===== src/rtl/axu_pkg.sv =====
`timescale 1ns/1ps
package axu_pkg;
   localparam int ADDR_W  = 64;
   localparam int TYPE_W  = 4;
   localparam int BARN_W  = 3;
   localparam int EN_BIT  = 31;
   localparam int MODE_BIT = 30;
   localparam int BAR_LSB = 8;
   localparam int DIR_BIT = 31;

   typedef enum logic [2:0] {
      RA_VIEW    = 3'd0,
      RA_TYPE    = 3'd1,
      RA_CTRL    = 3'd2,
      RA_BASE_LO = 3'd3,
      RA_BASE_HI = 3'd4,
      RA_LIMIT   = 3'd5,
      RA_TGT_LO  = 3'd6,
      RA_TGT_HI  = 3'd7
   } reg_sel_e;

   typedef struct packed {
      logic [31:0]       base_lo;
      logic [31:0]       base_hi;
      logic [31:0]       limit;
      logic [31:0]       tgt_lo;
      logic [31:0]       tgt_hi;
      logic [TYPE_W-1:0] ttype;
      logic              en;
      logic              bar_mode;
      logic [BARN_W-1:0] bar;
   } region_t;
endpackage


===== src/rtl/xlate_regfile.sv =====
`timescale 1ns/1ps
module xlate_regfile
   import axu_pkg::*;
#(
   parameter int NUM_IB     = 4,
   parameter int NUM_OB     = 4,
   parameter int ALIGN_BITS = 16
) (
   input  logic                     clk,
   input  logic                     rst_n,
   input  logic                     reg_wr,
   input  logic                     reg_rd,
   input  logic [2:0]               reg_addr,
   input  logic [31:0]              reg_wdata,
   output logic [31:0]              reg_rdata,
   output region_t [NUM_IB-1:0]     ib_cfg
);
   localparam logic [31:0] ALIGN_MASK = ~((32'd1 << ALIGN_BITS) - 32'd1);

   reg_sel_e   sel;
   logic       vp_dir_q;
   logic [3:0] vp_idx_q;
   region_t    ib_q [NUM_IB];
   region_t    ob_q [NUM_OB];
   region_t    rd_region;
   logic       rd_ok;

   assign sel = reg_sel_e'(reg_addr);

   function automatic region_t apply_wr(region_t r, reg_sel_e s, logic [31:0] d);
      region_t n;
      n = r;
      case (s)
         RA_TYPE:    n.ttype = d[TYPE_W-1:0];
         RA_CTRL: begin
            n.en       = d[EN_BIT];
            n.bar_mode = d[MODE_BIT];
            n.bar      = d[BAR_LSB +: BARN_W];
         end
         RA_BASE_LO: n.base_lo = d & ALIGN_MASK;
         RA_BASE_HI: n.base_hi = d;
         RA_LIMIT:   n.limit   = d;
         RA_TGT_LO:  n.tgt_lo  = d & ALIGN_MASK;
         RA_TGT_HI:  n.tgt_hi  = d;
         default:    ;
      endcase
      return n;
   endfunction

   function automatic logic [31:0] rd_field(region_t r, reg_sel_e s);
      logic [31:0] v;
      v = '0;
      case (s)
         RA_TYPE:    v[TYPE_W-1:0] = r.ttype;
         RA_CTRL: begin
            v[EN_BIT]            = r.en;
            v[MODE_BIT]          = r.bar_mode;
            v[BAR_LSB +: BARN_W] = r.bar;
         end
         RA_BASE_LO: v = r.base_lo;
         RA_BASE_HI: v = r.base_hi;
         RA_LIMIT:   v = r.limit;
         RA_TGT_LO:  v = r.tgt_lo;
         RA_TGT_HI:  v = r.tgt_hi;
         default:    v = '0;
      endcase
      return v;
   endfunction

   // Selector register
   always_ff @(posedge clk or negedge rst_n) begin
      if (!rst_n) begin
         vp_dir_q <= 1'b0;
         vp_idx_q <= '0;
      end else if (reg_wr && sel == RA_VIEW) begin
         vp_dir_q <= reg_wdata[DIR_BIT];
         vp_idx_q <= reg_wdata[3:0];
      end
   end

   // Inbound bank
   for (genvar i = 0; i < NUM_IB; i++) begin : g_ib
      always_ff @(posedge clk or negedge rst_n) begin
         if (!rst_n)
            ib_q[i] <= '0;
         else if (reg_wr && sel != RA_VIEW && vp_dir_q && vp_idx_q == 4'(i))
            ib_q[i] <= apply_wr(ib_q[i], sel, reg_wdata);
      end
      assign ib_cfg[i] = ib_q[i];
   end

   // Outbound bank: stored for readback only
   for (genvar j = 0; j < NUM_OB; j++) begin : g_ob
      always_ff @(posedge clk or negedge rst_n) begin
         if (!rst_n)
            ob_q[j] <= '0;
         else if (reg_wr && sel != RA_VIEW && !vp_dir_q && vp_idx_q == 4'(j))
            ob_q[j] <= apply_wr(ob_q[j], sel, reg_wdata);
      end
   end

   always_comb begin
      rd_region = '0;
      rd_ok     = 1'b0;
      for (int i = 0; i < NUM_IB; i++)
         if (vp_dir_q && vp_idx_q == 4'(i)) begin
            rd_region = ib_q[i];
            rd_ok     = 1'b1;
         end
      for (int j = 0; j < NUM_OB; j++)
         if (!vp_dir_q && vp_idx_q == 4'(j)) begin
            rd_region = ob_q[j];
            rd_ok     = 1'b1;
         end
   end

   always_ff @(posedge clk or negedge rst_n) begin
      if (!rst_n)
         reg_rdata <= '0;
      else if (reg_rd) begin
         if (sel == RA_VIEW)
            reg_rdata <= {vp_dir_q, 27'd0, vp_idx_q};
         else if (rd_ok)
            reg_rdata <= rd_field(rd_region, sel);
         else
            reg_rdata <= '0;
      end
   end

   // selector readback carries no reserved bits
   p_vp_reserved_r2: assert property (@(posedge clk) disable iff (!rst_n)
      (reg_rd && reg_addr == 3'd0) |=> reg_rdata[30:4] == '0);
endmodule


===== src/rtl/xlate_region_match.sv =====
`timescale 1ns/1ps
module xlate_region_match
   import axu_pkg::*;
#(
   parameter int ALIGN_BITS = 16
) (
   input  region_t             cfg,
   input  logic [ADDR_W-1:0]   req_addr,
   input  logic [TYPE_W-1:0]   req_type,
   input  logic [BARN_W-1:0]   req_bar,
   output logic                hit,
   output logic [ADDR_W-1:0]   xaddr
);
   logic [ADDR_W-1:0] base, lim, tgt, ofs;
   logic              win_ok;

   always_comb begin
      base = {cfg.base_hi, cfg.base_lo};
      lim  = {cfg.base_hi, cfg.limit};
      tgt  = {cfg.tgt_hi, cfg.tgt_lo};
      if (cfg.bar_mode) begin
         win_ok = (req_bar == cfg.bar);
         ofs    = {{(ADDR_W-ALIGN_BITS){1'b0}}, req_addr[ALIGN_BITS-1:0]};
      end else begin
         win_ok = (req_addr >= base) && (req_addr <= lim);
         ofs    = req_addr - base;
      end
      hit   = cfg.en && (req_type == cfg.ttype) && win_ok;
      xaddr = tgt + ofs;
   end
endmodule


===== src/rtl/xlate_select.sv =====
`timescale 1ns/1ps
module xlate_select
   import axu_pkg::*;
#(
   parameter int NUM_IB = 4,
   parameter int IDX_W  = 2
) (
   input  logic                            clk,
   input  logic                            rst_n,
   input  logic                            req_valid,
   input  logic [ADDR_W-1:0]               req_addr,
   input  logic [NUM_IB-1:0]               hit_vec,
   input  logic [NUM_IB-1:0][ADDR_W-1:0]   xaddr,
   output logic                            out_valid,
   output logic                            out_hit,
   output logic                            out_miss,
   output logic [IDX_W-1:0]                out_region,
   output logic [ADDR_W-1:0]               out_addr
);
   logic              any;
   logic [IDX_W-1:0]  idx;
   logic [ADDR_W-1:0] sel_addr;
   logic [NUM_IB-1:0] lower_mask;

   // Descending scan: the lowest-numbered hit is assigned last
   always_comb begin
      any      = 1'b0;
      idx      = '0;
      sel_addr = req_addr;
      for (int i = NUM_IB - 1; i >= 0; i--)
         if (hit_vec[i]) begin
            any      = 1'b1;
            idx      = IDX_W'(i);
            sel_addr = xaddr[i];
         end
   end

   always_ff @(posedge clk or negedge rst_n) begin
      if (!rst_n) begin
         out_valid  <= 1'b0;
         out_hit    <= 1'b0;
         out_miss   <= 1'b0;
         out_region <= '0;
         out_addr   <= '0;
      end else begin
         out_valid  <= req_valid;
         out_hit    <= req_valid && any;
         out_miss   <= req_valid && !any;
         out_region <= any ? idx : '0;
         out_addr   <= sel_addr;
      end
   end

   assign lower_mask = ~({NUM_IB{1'b1}} << out_region);

   p_latency_r10: assert property (@(posedge clk) disable iff (!rst_n)
      req_valid |=> out_valid);
   p_idle_r10: assert property (@(posedge clk) disable iff (!rst_n)
      !req_valid |=> (!out_valid && !out_hit && !out_miss));
   p_excl_r9: assert property (@(posedge clk) disable iff (!rst_n)
      out_valid |-> (out_hit != out_miss));
   p_passthru_r9: assert property (@(posedge clk) disable iff (!rst_n)
      out_miss |-> out_addr == $past(req_addr));
   p_lowest_r8: assert property (@(posedge clk) disable iff (!rst_n)
      out_hit |-> ((($past(hit_vec) & lower_mask) == '0) &&
                   (|($past(hit_vec) & (NUM_IB'(1) << out_region)))));
endmodule


===== src/rtl/addr_xlate_unit.sv =====
`timescale 1ns/1ps
module addr_xlate_unit
   import axu_pkg::*;
#(
   parameter int NUM_IB     = 4,
   parameter int NUM_OB     = 4,
   parameter int ALIGN_BITS = 16,
   localparam int IDX_W     = (NUM_IB > 1) ? $clog2(NUM_IB) : 1
) (
   input  logic               clk,
   input  logic               rst_n,
   input  logic               reg_wr,
   input  logic               reg_rd,
   input  logic [2:0]         reg_addr,
   input  logic [31:0]        reg_wdata,
   output logic [31:0]        reg_rdata,
   input  logic               req_valid,
   input  logic [63:0]        req_addr,
   input  logic [3:0]         req_type,
   input  logic [2:0]         req_bar,
   output logic               out_valid,
   output logic               out_hit,
   output logic               out_miss,
   output logic [IDX_W-1:0]   out_region,
   output logic [63:0]        out_addr
);
   if (NUM_IB < 1 || NUM_IB > 16) begin : g_bad_ib
      $error("NUM_IB must be within 1..16");
   end
   if (NUM_OB < 1 || NUM_OB > 16) begin : g_bad_ob
      $error("NUM_OB must be within 1..16");
   end
   if (ALIGN_BITS < 1 || ALIGN_BITS > 31) begin : g_bad_align
      $error("ALIGN_BITS must be within 1..31");
   end

   region_t [NUM_IB-1:0]             ib_cfg;
   logic    [NUM_IB-1:0]             hit_vec;
   logic    [NUM_IB-1:0]             en_vec;
   logic    [NUM_IB-1:0][ADDR_W-1:0] xaddr;

   xlate_regfile #(
      .NUM_IB(NUM_IB), .NUM_OB(NUM_OB), .ALIGN_BITS(ALIGN_BITS)
   ) u_regs (
      .clk(clk), .rst_n(rst_n),
      .reg_wr(reg_wr), .reg_rd(reg_rd), .reg_addr(reg_addr),
      .reg_wdata(reg_wdata), .reg_rdata(reg_rdata),
      .ib_cfg(ib_cfg)
   );

   for (genvar i = 0; i < NUM_IB; i++) begin : g_match
      xlate_region_match #(.ALIGN_BITS(ALIGN_BITS)) u_match (
         .cfg(ib_cfg[i]), .req_addr(req_addr), .req_type(req_type),
         .req_bar(req_bar), .hit(hit_vec[i]), .xaddr(xaddr[i])
      );
      assign en_vec[i] = ib_cfg[i].en;
   end

   xlate_select #(.NUM_IB(NUM_IB), .IDX_W(IDX_W)) u_sel (
      .clk(clk), .rst_n(rst_n),
      .req_valid(req_valid), .req_addr(req_addr),
      .hit_vec(hit_vec), .xaddr(xaddr),
      .out_valid(out_valid), .out_hit(out_hit), .out_miss(out_miss),
      .out_region(out_region), .out_addr(out_addr)
   );

   // a reported region was enabled when the request was sampled
   p_enabled_hit_r6: assert property (@(posedge clk) disable iff (!rst_n)
      out_hit |-> |($past(en_vec) & (NUM_IB'(1) << out_region)));
endmodule


===== config.mk =====
export PLATFORM = sky130hd
export DESIGN_NAME = addr_xlate_unit
export DESIGN_NICKNAME = d
export VERILOG_FILES = /design/src/rtl/axu_pkg.sv /design/src/rtl/xlate_regfile.sv /design/src/rtl/xlate_region_match.sv /design/src/rtl/xlate_select.sv /design/src/rtl/addr_xlate_unit.sv
export SDC_FILE = /design/constraint.sdc
export NUM_CORES = 2
export LEC_CHECK = 0
export CAP_MARGIN = 10
export CORE_MARGIN = 2
export CORE_UTILIZATION = 35
export DETAILED_ROUTE_END_ITERATION = 7
export DONT_BUFFER_PORTS = 1
export PLACE_DENSITY_LB_ADDON = 0.05
export SETUP_SLACK_MARGIN = 0.15
export SLEW_MARGIN = 40
export SYNTH_ARGS = -nofsm -noshare
export SYNTH_HDL_FRONTEND = slang
export SYNTH_SLANG_ARGS = --single-unit

===== constraint.sdc =====
create_clock -name clk -period 5.2 [get_ports clk]
set_input_delay 0.52 -clock clk [delete_from_list [all_inputs] [get_ports clk]]
set_output_delay 0.52 -clock clk [all_outputs]
set_load 0.02 [all_outputs]

==> flow_summary.json <==
{
  "status": "finished with violations",
  "violations": "design-rule violations, negative setup slack",
  "instances_no_fill": 12300,
  "finalHoldViolCount": 0,
  "cp_max_fo": 4,
  "worst_ep_arrival_time_ps": 6570,
  "final.setup.tns_ps": -8550,
  "yosys.area_share.simple_pct": 9.88,
  "setup_viol": 26,
  "nFillCells": 21300,
  "final_cell_mix": "buf_4, dfrtp_1, mux2_2",
  "rr_worst_depth": 25,
  "synth_area_leaders": "dfrtp_1, mux2_2, ha_1",
  "seq_power_share_pct": 29.3,
  "syn_nets": 8513,
  "worstSetupEndpointType": "flop",
  "first_iter_violations": 7317,
  "critPathCapture": "u_sel.out_addr[61]",
  "clock_power_share_pct": 28.1,
  "synth_flop_cell": "dfrtp_1",
  "cts_num_sinks": 1202,
  "synth_cells": 7886,
  "fmax_mhz": 172,
  "relSlewSlack_pct": 32.3,
  "nNetsFinal": 9799,
  "synth_cell_types": 95,
  "ctsRootBufferMaster": "clkbuf_16",
  "yosys.area_share.xor_xnor_pct": 4.07,
  "grt_pass1_wl_um": 559000,
  "fin_total_pwr_mw": 40.4,
  "regToRegStartpoint": "u_regs.ib_cfg[492]",
  "netlist_area_mm2": 0.0779,
  "insertion_delay_ps": 860,
  "clockBufferDepth": 3,
  "power.leakage_nw": 49.1,
  "final_layout_size_suffix_gt1_share_pct": 36.0,
  "crit_type": "reg2reg",
  "ant_nets": 0,
  "initial_core_util_pct": 35.1,
  "rsz0062_at_grt": "yes",
  "synth_seq_cells": 1202,
  "yosysSeqAreaShare_pct": 38.6,
  "drc": 6,
  "slew_violations": 0,
  "antenna_found_initial": 22,
  "ff2ff_setup_slack_ps": -610,
  "startpoint_type": "flop",
  "synth.avg_cell_area_um2": 9.88,
  "p_int_mw": 24.9,
  "final_common_cell": "buf_4",
  "clk_pin_slew_ps": 60,
  "cts_tree": "built",
  "yosysTopAreaCell": "dfrtp_1",
  "grt_max_degree": 131,
  "routed_via_density": 5.83,
  "setup_ws_ps": -615,
  "synth_compound_area_share_pct": 18.2,
  "yosys.area_share.adder_pct": 8.36,
  "grt_overflow_total": 0,
  "switching_share_pct": 38.3,
  "multi_input_area_mm2": 0.0474,
  "dieArea_mm2": 0.226,
  "netlist.area_leader.share_pct": 38.6,
  "muxShareOfSynthArea_pct": 16.3,
  "hp-class": "in2reg",
  "dp_hpwl_um": 310000,
  "vias": 71600,
  "dp.cells": 11800,
  "globalRouteTotalUtil_pct": 35.3,
  "critPathLaunch": "u_regs.ib_cfg[492]",
  "max_stage_delay_ps": 530,
  "io_buffers": 0,
  "combPwrFrac_pct": 42.6,
  "syn_to_final_growth_pct": 31.0,
  "async_flop_share_pct": 100,
  "die_w_um": 476,
  "die_h_um": 476,
  "numCtsBuffers": 152,
  "synth_enable_flop_cells": 0,
  "critPathMostFrequentCell": "buf_4",
  "switchingPower_mw": 15.5,
  "cts_max_level": 4,
  "min_period_ps": 5810,
  "ys_warn_count": 0,
  "grt_pass1_vias": 68900,
  "row_count": 173,
  "power_density_mw_per_mm2": 396,
  "drv_cap": 0,
  "io_pins": 212,
  "r2r_end": "u_sel.out_addr[61]",
  "wl_um": 408000,
  "synth_top_family_by_area": "compound AO/OA/AOI/OAI gates",
  "cp.required_ps": 5960,
  "core-area_mm2": 0.222,
  "routedWlPerCell_um": 33.2,
  "period_share_pct": 112,
  "tightestPinTransition_ps": 1020,
  "cp_slowest_cell": "o41a_1",
  "final-seq-area_mm2": 0.0301,
  "ir_worst_vdd_mv": 0.264,
  "gp_congestion": 1.02,
  "first_pass_iters": 8,
  "finClkSkew_ps": 54.6
}
-- cell usage after synthesis, drive strengths merged (39+ instances only) --
| master | n |
|---|---|
| dfrtp | 1202 |
| mux2 | 871 |
| nand2 | 632 |
| o21ai | 565 |
| ha | 508 |
| a21oi | 493 |
| inv | 446 |
| nor2 | 435 |
| clkbuf | 383 |
| a21o | 262 |
| xnor2 | 215 |
| a22oi | 153 |
| xor2 | 147 |
| a222oi | 138 |
| nand3 | 127 |
| buf | 110 |
| mux4 | 98 |
| nand4 | 93 |
| nor3 | 80 |
| mux2i | 68 |
| nor2b | 66 |
| a211oi | 59 |
| nand2b | 58 |
| o21bai | 57 |
| a31oi | 55 |
| and3 | 51 |
| o21a | 41 |
| o211ai | 40 |
| a221oi | 39 |
-- registers in the layout, indices dropped and copies added, names as in the netlist --
signal and count:
u_regs.ob_q 548, u_sel.out_addr 64, u_regs.vp_dir_q 1, u_sel.out_hit 1
u_sel.out_region 2, u_regs.ib_cfg 548, u_regs.vp_idx_q 4, u_sel.out_miss 1
u_regs.reg_rdata 32, u_sel.out_valid 1
-- layer usage --
layer  share of wire, %  track usage (%)  vias to the layer above
met2                 44             54.7                     2709
met5              0.010                0                        -
met4                5.7             16.4                        6
li1                   -                -                    31500
met1                 44             48.6                    36800
met3                6.4             5.08                      571
-- cell families after synthesis --
| logic type | count (synthesis) |
|---|---|
| muxes | 1037 |
| AOI/OAI and AO/OA | 2149 |
| and+or+nand+nor | 1681 |
| buffers and inverters | 939 |
| adders and majority gates | 516 |
| DFF | 1202 |
| xor gates and xnor gates | 362 |
-- cell type report --
class / count / share of cell area (%)
Multi-Input combinational cell: 5745 / 46.4
Sequential cell: 1202 / 29.5
Timing Repair Buffer: 1625 / 13.5
Clock buffer: 222 / 4.37
Tap cell: 2975 / 3.65
Inverter: 446 / 1.66
Clock inverter: 57 / 0.857
Antenna cell: 17 / 0.0417
-- power groups by stage --
stage / Combinational (mW) / Clock (mW) / Sequential (mW)
CTS: 16.3 / 11.6 / 11.8
finish: 17.2 / 11.4 / 11.8
detailed placement: 15.4 / 0 / 12.0
global placement: 15.4 / 0 / 11.9
floorplan: 8.19 / 0 / 11.4
global route: 18.2 / 11.9 / 12.0
-- repair_timing --
item,4_1_cts,5_1_grt
hold buffers,76,0
pin swaps,109,242
hold endpoints to repair,1419,0
gates resized for setup,279,337
setup buffers,30,63
endpoints found under the setup margin,50,40
-- stage by stage --
step | hold slack, ps | setup slack, ps | area, um2 | utilization (%)
floorplan | 224 | 38.0 | 78200 | -
global placement | 232 | -1180 | 91700 | 41.3
detailed placement | 232 | -1210 | 91900 | 41.4
CTS | 1.33 | -651 | 99900 | 45.0
global route | 23.4 | -787 | 102000 | 46.0
finish | 32.4 | -615 | 102000 | 46.0
-- worst max-delay path: cells and delay by family (launching register included) --
kind            cells  cell delay [ps]
buf+inv             5              760
simple gates        5             1080
compound gates     11             2740
flops               1              390
xor+xnor            2              260
fa+ha+maj           2              500
-- worst min path at each step --
stage                   from                   to  slack [ps]  cells after the start
2_1_floorplan          rst_n     u_regs.ib_cfg[0]         220                      0
3_3_place_gp           rst_n   u_sel.out_addr[41]         230                      0
3_5_place_dp           rst_n   u_sel.out_addr[41]         230                      0
4_1_cts          reg_addr[0]  u_regs.reg_rdata[6]           1                      3
5_1_grt         reg_wdata[3]   u_regs.ib_cfg[108]          20                      3
6_report       reg_wdata[24]   u_regs.ib_cfg[435]          30                      3
(Power assumes the default switching activity.)
